### src/rtl/ssq_pkg.sv
// Package: shared register offsets, bit masks, state encoding and the fixed
// command contents for the save-state sequencer. Assumes an 8-bit register map.
package ssq_pkg;

    localparam logic [7:0] REG_ACCESS  = 8'h00;
    localparam logic [7:0] REG_STATUS  = 8'h18;
    localparam logic [7:0] REG_BURST_L = 8'h19;
    localparam logic [7:0] REG_BURST_H = 8'h1A;
    localparam logic [7:0] REG_FIFO    = 8'h24;

    localparam logic [7:0] ACC_VALID   = 8'h80;
    localparam logic [7:0] ACC_ACTIVE  = 8'h20;
    localparam logic [7:0] ACC_REQUEST = 8'h02;

    localparam logic [7:0] ST_VALID    = 8'h80;
    localparam logic [7:0] ST_READY    = 8'h40;
    localparam logic [7:0] ST_GO       = 8'h20;
    localparam logic [7:0] ST_AVAIL    = 8'h10;
    localparam logic [7:0] ST_EXPECT   = 8'h08;

    localparam int CMD_LEN = 10;

    typedef enum logic [4:0] {
        S_IDLE, S_ACC_CHK, S_ACC_REQ, S_ACC_POLL,
        S_RDY_CHK, S_RDY_REQ, S_RDY_POLL,
        S_BC_LO, S_BC_HI,
        S_WR_DATA, S_WR_EXP, S_WR_LAST, S_WR_VALID, S_GO,
        S_RD_AVAIL, S_RD_DATA, S_FIN
    } seq_state_t;

    // Returns the save-state command byte at position idx.
    function automatic logic [7:0] cmd_byte(input int idx);
        case (idx)
            1:       return 8'hC1;
            5:       return 8'h0A;
            9:       return 8'h98;
            default: return 8'h00;
        endcase
    endfunction

endpackage

### src/rtl/ssq_poll_timer.sv
// Poll-attempt counter: counts failed polls of the current phase and flags
// the attempt that uses up the limit. Assumes limit >= 1 and that the owner
// clears it on entry to each polling phase.
module ssq_poll_timer #(
    parameter int CNT_W = 6
) (
    input  logic             clk,
    input  logic             rst_n,
    input  logic             clear,
    input  logic             step,
    input  logic [CNT_W-1:0] limit,
    output logic             last_try
);

    logic [CNT_W-1:0] cnt_q;

    // Counts failed attempts; clear has priority over step.
    always_ff @(posedge clk) begin
        if (!rst_n)     cnt_q <= '0;
        else if (clear) cnt_q <= '0;
        else if (step)  cnt_q <= cnt_q + 1'b1;
    end

    // The current attempt is the last allowed one.
    assign last_try = ({1'b0, cnt_q} + 1'b1) >= {1'b0, limit};

endmodule

### src/rtl/ssq_resp_store.sv
// Response header store: one byte register per position, written by index,
// cleared at the start of each run. Assumes idx < N whenever we is high.
module ssq_resp_store #(
    parameter int N     = 10,
    parameter int IDX_W = 4
) (
    input  logic             clk,
    input  logic             rst_n,
    input  logic             clear,
    input  logic             we,
    input  logic [IDX_W-1:0] idx,
    input  logic [7:0]       din,
    output logic [8*N-1:0]   bytes_o
);

    for (genvar g = 0; g < N; g++) begin : g_byte
        logic [7:0] r_q;
        // Holds response byte g.
        always_ff @(posedge clk) begin
            if (!rst_n)                          r_q <= '0;
            else if (clear)                      r_q <= '0;
            else if (we && idx == IDX_W'(g))     r_q <= din;
        end
        assign bytes_o[8*g +: 8] = r_q;
    end

endmodule

### src/rtl/suspend_save_seq.sv
// Save-state sequencer top: on start it acquires locality 0, readies the
// command interface, streams the fixed command in bursts, issues go and reads
// the response header. Assumes read data is valid in the read-strobe cycle.
module suspend_save_seq
    import ssq_pkg::*;
#(
    parameter int ADDR_W    = 8,
    parameter int RESP_LEN  = 10,
    parameter int ACC_TMO   = 16,
    parameter int RDY_TMO   = 16,
    parameter int BURST_TMO = 16,
    parameter int DATA_TMO  = 32
) (
    input  logic                  clk,
    input  logic                  rst_n,
    input  logic                  start,
    output logic                  busy,
    output logic                  done,
    output logic                  error,
    output logic [7:0]            status_code,
    output logic [8*RESP_LEN-1:0] resp_bytes,
    output logic [ADDR_W-1:0]     bus_addr,
    output logic [7:0]            bus_wdata,
    output logic                  bus_wr,
    output logic                  bus_rd,
    input  logic [7:0]            bus_rdata
);

    localparam int MAX_AB  = (ACC_TMO > RDY_TMO) ? ACC_TMO : RDY_TMO;
    localparam int MAX_CD  = (BURST_TMO > DATA_TMO) ? BURST_TMO : DATA_TMO;
    localparam int MAX_TMO = (MAX_AB > MAX_CD) ? MAX_AB : MAX_CD;
    localparam int TMO_W   = $clog2(MAX_TMO + 1);
    localparam int LEN_MAX = (CMD_LEN > RESP_LEN) ? CMD_LEN : RESP_LEN;
    localparam int IDX_W   = $clog2(LEN_MAX + 1);

    localparam logic [ADDR_W-1:0] A_ACC  = ADDR_W'(REG_ACCESS);
    localparam logic [ADDR_W-1:0] A_STS  = ADDR_W'(REG_STATUS);
    localparam logic [ADDR_W-1:0] A_BCL  = ADDR_W'(REG_BURST_L);
    localparam logic [ADDR_W-1:0] A_BCH  = ADDR_W'(REG_BURST_H);
    localparam logic [ADDR_W-1:0] A_FIFO = ADDR_W'(REG_FIFO);

    seq_state_t       state_q, state_d;
    logic [IDX_W-1:0] wr_idx_q, rd_idx_q;
    logic [15:0]      burst_q;
    logic [7:0]       bc_lo_q, last_reg_q, code_q;
    logic             err_q;
    logic             t_clear, t_step, t_last, fail;
    logic [TMO_W-1:0] t_limit;
    logic             acc_ok, rdy_ok, exp_ok, val_ok, avail_ok, tracked_rd;
    logic             launch;

    assign launch   = (state_q == S_IDLE) && start;
    assign acc_ok   = (bus_rdata & (ACC_VALID | ACC_ACTIVE)) == (ACC_VALID | ACC_ACTIVE);
    assign rdy_ok   = (bus_rdata & ST_READY) != 8'h00;
    assign exp_ok   = (bus_rdata & (ST_VALID | ST_EXPECT)) == (ST_VALID | ST_EXPECT);
    assign val_ok   = (bus_rdata & ST_VALID) != 8'h00;
    assign avail_ok = (bus_rdata & (ST_VALID | ST_AVAIL)) == (ST_VALID | ST_AVAIL);
    assign tracked_rd = bus_rd && (bus_addr == A_ACC || bus_addr == A_STS);

    // Drives the register bus from the current state.
    always_comb begin
        bus_addr  = A_STS;
        bus_wdata = 8'h00;
        bus_wr    = 1'b0;
        bus_rd    = 1'b0;
        case (state_q)
            S_ACC_CHK, S_ACC_POLL: begin bus_addr = A_ACC; bus_rd = 1'b1; end
            S_ACC_REQ:  begin bus_addr = A_ACC; bus_wdata = ACC_REQUEST; bus_wr = 1'b1; end
            S_RDY_CHK, S_RDY_POLL, S_WR_EXP, S_WR_VALID, S_RD_AVAIL: bus_rd = 1'b1;
            S_RDY_REQ:  begin bus_wdata = ST_READY; bus_wr = 1'b1; end
            S_BC_LO:    begin bus_addr = A_BCL; bus_rd = 1'b1; end
            S_BC_HI:    begin bus_addr = A_BCH; bus_rd = 1'b1; end
            S_WR_DATA:  begin bus_addr = A_FIFO; bus_wdata = cmd_byte(int'(wr_idx_q)); bus_wr = 1'b1; end
            S_WR_LAST:  begin bus_addr = A_FIFO; bus_wdata = cmd_byte(CMD_LEN - 1); bus_wr = 1'b1; end
            S_GO:       begin bus_wdata = ST_GO; bus_wr = 1'b1; end
            S_RD_DATA:  begin bus_addr = A_FIFO; bus_rd = 1'b1; end
            default: ;
        endcase
    end

    // Selects the poll limit that belongs to the current phase.
    always_comb begin
        case (state_q)
            S_ACC_POLL:       t_limit = TMO_W'(ACC_TMO);
            S_RDY_POLL:       t_limit = TMO_W'(RDY_TMO);
            S_BC_LO, S_BC_HI: t_limit = TMO_W'(BURST_TMO);
            default:          t_limit = TMO_W'(DATA_TMO);
        endcase
    end

    // Next-state logic with timer control and failure detection.
    always_comb begin
        state_d = state_q;
        t_clear = 1'b0;
        t_step  = 1'b0;
        fail    = 1'b0;
        case (state_q)
            S_IDLE:     if (start) state_d = S_ACC_CHK;
            S_ACC_CHK:  state_d = acc_ok ? S_RDY_CHK : S_ACC_REQ;
            S_ACC_REQ:  begin state_d = S_ACC_POLL; t_clear = 1'b1; end
            S_ACC_POLL: if (acc_ok) state_d = S_RDY_CHK;
                        else if (t_last) fail = 1'b1;
                        else t_step = 1'b1;
            S_RDY_CHK:  begin
                            state_d = rdy_ok ? S_BC_LO : S_RDY_REQ;
                            t_clear = 1'b1;
                        end
            S_RDY_REQ:  begin state_d = S_RDY_POLL; t_clear = 1'b1; end
            S_RDY_POLL: if (rdy_ok) begin state_d = S_BC_LO; t_clear = 1'b1; end
                        else if (t_last) fail = 1'b1;
                        else t_step = 1'b1;
            S_BC_LO:    state_d = S_BC_HI;
            S_BC_HI:    if ({bus_rdata, bc_lo_q} != 16'h0000) begin
                            state_d = (rd_idx_q != '0 || state_q == S_BC_HI && rd_phase_q)
                                      ? S_RD_DATA : S_WR_DATA;
                            t_clear = 1'b1;
                        end else if (t_last) fail = 1'b1;
                        else begin state_d = S_BC_LO; t_step = 1'b1; end
            S_WR_DATA:  if (wr_idx_q + 1'b1 == IDX_W'(CMD_LEN - 1) || burst_q == 16'd1) begin
                            state_d = S_WR_EXP;
                            t_clear = 1'b1;
                        end
            S_WR_EXP:   if (exp_ok) begin
                            state_d = (wr_idx_q == IDX_W'(CMD_LEN - 1)) ? S_WR_LAST : S_BC_LO;
                            t_clear = 1'b1;
                        end else if (t_last) fail = 1'b1;
                        else t_step = 1'b1;
            S_WR_LAST:  begin state_d = S_WR_VALID; t_clear = 1'b1; end
            S_WR_VALID: if (val_ok) begin
                            if ((bus_rdata & ST_EXPECT) != 8'h00) fail = 1'b1;
                            else state_d = S_GO;
                        end else if (t_last) fail = 1'b1;
                        else t_step = 1'b1;
            S_GO:       begin state_d = S_RD_AVAIL; t_clear = 1'b1; end
            S_RD_AVAIL: if (avail_ok) begin state_d = S_BC_LO; t_clear = 1'b1; end
                        else if (t_last) fail = 1'b1;
                        else t_step = 1'b1;
            S_RD_DATA:  if (rd_idx_q + 1'b1 == IDX_W'(RESP_LEN)) state_d = S_FIN;
                        else if (burst_q == 16'd1) begin
                            state_d = S_RD_AVAIL;
                            t_clear = 1'b1;
                        end
            S_FIN:      state_d = S_IDLE;
            default:    state_d = S_IDLE;
        endcase
        if (fail) state_d = S_FIN;
    end

    logic rd_phase_q;

    // Sequencer registers: state, indices, burst budget and result.
    always_ff @(posedge clk) begin
        if (!rst_n) begin
            state_q    <= S_IDLE;
            wr_idx_q   <= '0;
            rd_idx_q   <= '0;
            burst_q    <= '0;
            bc_lo_q    <= '0;
            rd_phase_q <= 1'b0;
            last_reg_q <= '0;
            err_q      <= 1'b0;
            code_q     <= '0;
        end else begin
            state_q <= state_d;
            if (launch) begin
                wr_idx_q   <= '0;
                rd_idx_q   <= '0;
                rd_phase_q <= 1'b0;
                err_q      <= 1'b0;
                code_q     <= '0;
            end
            if (tracked_rd) last_reg_q <= bus_rdata;
            case (state_q)
                S_BC_LO:   bc_lo_q <= bus_rdata;
                S_BC_HI:   if ({bus_rdata, bc_lo_q} != 16'h0000) burst_q <= {bus_rdata, bc_lo_q};
                S_WR_DATA: begin wr_idx_q <= wr_idx_q + 1'b1; burst_q <= burst_q - 16'd1; end
                S_GO:      rd_phase_q <= 1'b1;
                S_RD_DATA: begin rd_idx_q <= rd_idx_q + 1'b1; burst_q <= burst_q - 16'd1; end
                default: ;
            endcase
            if (fail) begin
                err_q  <= 1'b1;
                code_q <= tracked_rd ? bus_rdata : last_reg_q;
            end
        end
    end

    ssq_poll_timer #(.CNT_W(TMO_W)) u_timer (
        .clk      (clk),
        .rst_n    (rst_n),
        .clear    (t_clear),
        .step     (t_step),
        .limit    (t_limit),
        .last_try (t_last)
    );

    ssq_resp_store #(.N(RESP_LEN), .IDX_W(IDX_W)) u_resp (
        .clk     (clk),
        .rst_n   (rst_n),
        .clear   (launch),
        .we      (state_q == S_RD_DATA),
        .idx     (rd_idx_q),
        .din     (bus_rdata),
        .bytes_o (resp_bytes)
    );

    assign busy        = (state_q != S_IDLE);
    assign done        = (state_q == S_FIN);
    assign error       = err_q;
    assign status_code = code_q;

    // never both strobes in one cycle.
    a_r2_one_strobe: assert property (@(posedge clk) disable iff (!rst_n)
        !(bus_wr && bus_rd));

    // done lasts exactly one cycle.
    a_r9_done_pulse: assert property (@(posedge clk) disable iff (!rst_n)
        done |=> !done);

    // a new error only ever appears together with done.
    a_r9_error_with_done: assert property (@(posedge clk) disable iff (!rst_n)
        $rose(error) |-> done);

    // a start while a run is in progress does not end the run.
    a_r10_start_ignored: assert property (@(posedge clk) disable iff (!rst_n)
        (busy && !done && start) |=> busy);

    // a successful finish has collected the full response header.
    a_r8_full_response: assert property (@(posedge clk) disable iff (!rst_n)
        (done && !error) |-> rd_idx_q == IDX_W'(RESP_LEN));

    // go is written only after every command byte before the last went out.
    a_r1_go_after_command: assert property (@(posedge clk) disable iff (!rst_n)
        (bus_wr && bus_addr == A_STS && bus_wdata == ST_GO) |-> wr_idx_q == IDX_W'(CMD_LEN - 1));

endmodule

### config.mk
export PLATFORM = sky130hd
export DESIGN_NAME = suspend_save_seq
export DESIGN_NICKNAME = d
export VERILOG_FILES = /design/src/rtl/ssq_pkg.sv /design/src/rtl/ssq_poll_timer.sv /design/src/rtl/ssq_resp_store.sv /design/src/rtl/suspend_save_seq.sv
export SDC_FILE = /design/constraint.sdc
export NUM_CORES = 1
export LEC_CHECK = 0
export ABC_CLOCK_PERIOD_IN_PS = 3100
export BUFFER_PORTS_ARGS = -buffer_cell sky130_fd_sc_hd__buf_2
export CAP_MARGIN = 20
export CORE_ASPECT_RATIO = 0.8
export CORE_MARGIN = 10
export CORE_UTILIZATION = 55
export CTS_CLUSTER_SIZE = 40
export DETAILED_ROUTE_END_ITERATION = 16
export HOLD_SLACK_MARGIN = 0.1
export PLACE_DENSITY_LB_ADDON = 0.12
export SLEW_MARGIN = 25
export SYNTH_ARGS = -nofsm -noshare
export SYNTH_HDL_FRONTEND = slang
export SYNTH_SLANG_ARGS = --single-unit
### constraint.sdc
create_clock -name clk -period 3.1 [get_ports clk]
set_input_delay 0.31 -clock clk [delete_from_list [all_inputs] [get_ports clk]]
set_output_delay 0.31 -clock clk [all_outputs]
set_load 0.01 [all_outputs]
==> metrics.yaml <==
clock_network:
  htree_levels: 4
  clock-root-buffer: "clkbuf_16"
  cts_buffers: 17
  cts_setup_buffers: 0
  cts_tree: "built"
  clk_path_buf_depth: 2
  clk_pin_slew_ns: 0.06
  clkLatencyLatePin_ns: 0.42
  clock-sinks: 141
timing:
  finClkSkew_ns: 0.00651
  worstMarginPinSlew_ns: 0.806
  drv_slew: 0
  fin_ws_ns: 0.309
  grt_setup_unrepaired: "no"
  hold_violations: 0
  setup_tns_ns: 0
  period_minus_slack_ns: 2.79
  timing.final.crit_share_pct: 90.0
  fmax_ghz: 0.358
  finalSetupViolCount: 0
  slew_headroom_pct: 46.0
yosys:
  synth_cell_types: 70
  synth_warnings: 0
  synth_area_sq_um: 6670
  synth_seq_cells: 141
  synth_area_leaders: "dfxtp_1 42%, nand3_1 7.0%, a21oi_1 6.7%"
  synth_flop_cell: "dfxtp_1"
  synthDominantCellAreaShare_pct: 42.3
  synth.most_common_cell: "dfxtp_1"
  ys_seq_area_share_pct: 42.3
  ys_top_cells_by_count: "141 x dfxtp_1, 107 x nand2_1, 93 x nand3_1"
  ys_async_sr_fraction_pct: 0
  synth.largest_area_cell: "dfxtp_1"
  avgSynthCellArea_sq_um: 8.22
  synth_edf_count: 0
  synth_cells: 811
grt:
  gr-usage-all-layers_pct: 22.2
  grt_max_degree: 60
  antenna_found_initial: 0
  grt_pass1_wl_microns: 31100
  grt_pass1_vias: 6024
  gr-total-overflow: 0
worst_hold_path:
  min_to: "bc_lo_q[5]"
  hp-class: "primary input to register"
  hp-start: "bus_rdata[5]"
  worstHoldPathCells: 3
die:
  io_pins: 120
  die_y_microns: 118
  coreArea_sq_um: 11700
  die_area_sq_um: 17000
  initial_core_util_pct: 57.0
  rows: 35
  die_w_microns: 143
cells_and_area:
  fin_util_pct: 67.3
  nets: 932
  seq_area_sq_um: 2820
  fill_cells: 994
  multi_input_area_sq_um: 3450
  synthToLayoutAreaGrowth_pct: 17.9
  layout-drive-gt1-share_pct: 21.2
  num_antenna_cells: 0
  fin_area_sq_um: 7870
routing:
  vias: 6407
  wl_per_cell_microns: 18.1
  via_per_inst: 6.00
  drt_wl_total_microns: 19300
  ant_nets: 0
  drt_iter0_markers: 667
  route.detailed.drc: 0
  drtPass1Iterations: 5
pwr:
  swShare_pct: 33.8
  seq_power_share_pct: 36.8
  peakVddDrop_v: 0.000612
  intPower_w: 0.00371
  p_comb_share_pct: 28.2
  power_density_nw_per_um2: 712
  pwr-share-clk_pct: 35.0
  p_switching_w: 0.00189
  p_leak_nw: 3.33
critical_path:
  crit_path_max_fanout: 18
  r2r_end: "status_code[1]"
  r2r_cells: 9
  cp.required_ns: 3.42
  end_kind: "register"
  r2r_slack_ns: 0.31
  arrival_ns: 3.11
  critPathKind: "register to register"
  crit_start: "state_q[3]"
  crit_path_start_kind: "register"
  r2r-start: "state_q[3]"
status:
  status: "finished, final reports clean"
flow_run:
  drv_cap: 0
placed_design:
  dp_hpwl_microns: 13200
  pre_cts_ws_ns: 0.312
  place_area_sq_um: 7290
  io_buffers: 116
  gp_congestion: 0.919
## per-stage QoR
step	power, W	cells	hold slack, ns
final	0.00560	1068	0.241
after global routing	0.00588	1068	0.260
after CTS	0.00559	1068	0.239
after detailed placement	0.00365	1036	0.439
after global placement	0.00361	1036	0.428
after floorplan	0.00328	813	0.438
## power by group through the flow
stage / Clock [W] / Combinational, W / Sequential, W
floorplan: 0 / 0.00121 / 0.00207
global placement: 0 / 0.00152 / 0.00209
detailed placement: 0 / 0.00155 / 0.00210
CTS: 0.00197 / 0.00156 / 0.00206
global route: 0.00205 / 0.00175 / 0.00208
finish: 0.00196 / 0.00158 / 0.00206
## worst max-delay path, stage by stage, from the launching register on
cell and delay [ns]:
dfxtp_1 0.43, or3_1 0.41, a21oi_1 0.21, ha_1 0.28, a221oi_1 0.36, nand2_1 0.20
o32ai_4 0.25, buf_4 0.29, nand3_1 0.12, o31ai_1 0.13
## worst max path at each step
stage | endpoint | slack, ns | cells past startpoint
2_1_floorplan | state_q[3] | 0.26 | 10
3_3_place_gp | state_q[3] | 0.51 | 8
3_5_place_dp | status_code[1] | 0.31 | 9
4_1_cts | bus_wdata[6] | 0.14 | 5
5_1_grt | status_code[1] | 0.12 | 9
6_report | status_code[1] | 0.31 | 9
## what timing repair did
action,4_1_cts,5_1_grt
resized for setup,0,1
endpoints found under the setup margin,0,2
hold buffers,0,0
## sequential cells by signal (all words and copies together) (netlist names)
signal	cells
status_code	8
u_resp.g_byte.r_q	80
last_reg_q	8
error	1
rd_idx_q	4
rd_phase_q	1
state_q	5
wr_idx_q	4
bc_lo_q	8
burst_q	16
u_timer.cnt_q	6
## per-layer routing
metal  up-vias  wire [microns]  share of wire (%)  global-route usage, %
met1      3069            8430                 44                   29.1
met3        24            1670                8.7                   4.72
met5         -               0                  0                      0
met2       259            8990                 47                   36.0
met4         0             237                1.2                   6.24
li1       3055               -                  -                      -
## placed cells by master, fill, tap and decap left out, drive strengths merged, types with 3 or more instances in the layout
| cell type | n |
|---|---|
| or3 | 8 |
| nand3b | 3 |
| inv | 21 |
| buf | 140 |
| a31oi | 4 |
| o31ai | 9 |
| clkinvlp | 5 |
| o211ai | 5 |
| nor3 | 19 |
| ha | 14 |
| a21o | 4 |
| nor3b | 5 |
| conb | 3 |
| dfxtp | 141 |
| a22oi | 5 |
| mux2i | 35 |
| xor2 | 4 |
| or2 | 3 |
| and3 | 4 |
| nand2 | 107 |
| a311oi | 3 |
| nor2 | 73 |
| a31o | 3 |
| o21ai | 26 |
| nand2b | 4 |
| nand3 | 95 |
| a21oi | 89 |
| nor2b | 5 |
| and2 | 3 |
| clkbuf | 21 |
| nand4 | 5 |
| a211oi | 10 |
| nor4 | 5 |
## cell families (layout without fill, tap and decap cells)
kind of cell             Yosys count  after routing  share of synthesized area (%)
buffers and inverters             83            190                           6.25
flip-flops                       141            141                           42.3
AO/OA/AOI/OAI                    179            179                           16.9
AND/OR/NAND/NOR                  351            351                           25.6
multiplexers                      37             37                           5.59
adder cells (fa/ha/maj)           14             14                           2.63
XOR/XNOR                           5              5                          0.657
other                              1              3                         0.0562
## area by class of cell
| class | count | share of cell area (%) |
|---|---|---|
| clock buffers | 21 | 5.85 |
| clock inverters | 11 | 1.40 |
| inverters | 18 | 0.859 |
| multi-input cells | 589 | 43.8 |
| flip-flops and latches | 141 | 35.9 |
| well taps | 148 | 2.35 |
| repair buffers | 140 | 9.83 |
Power figures use the tool's default switching activity.
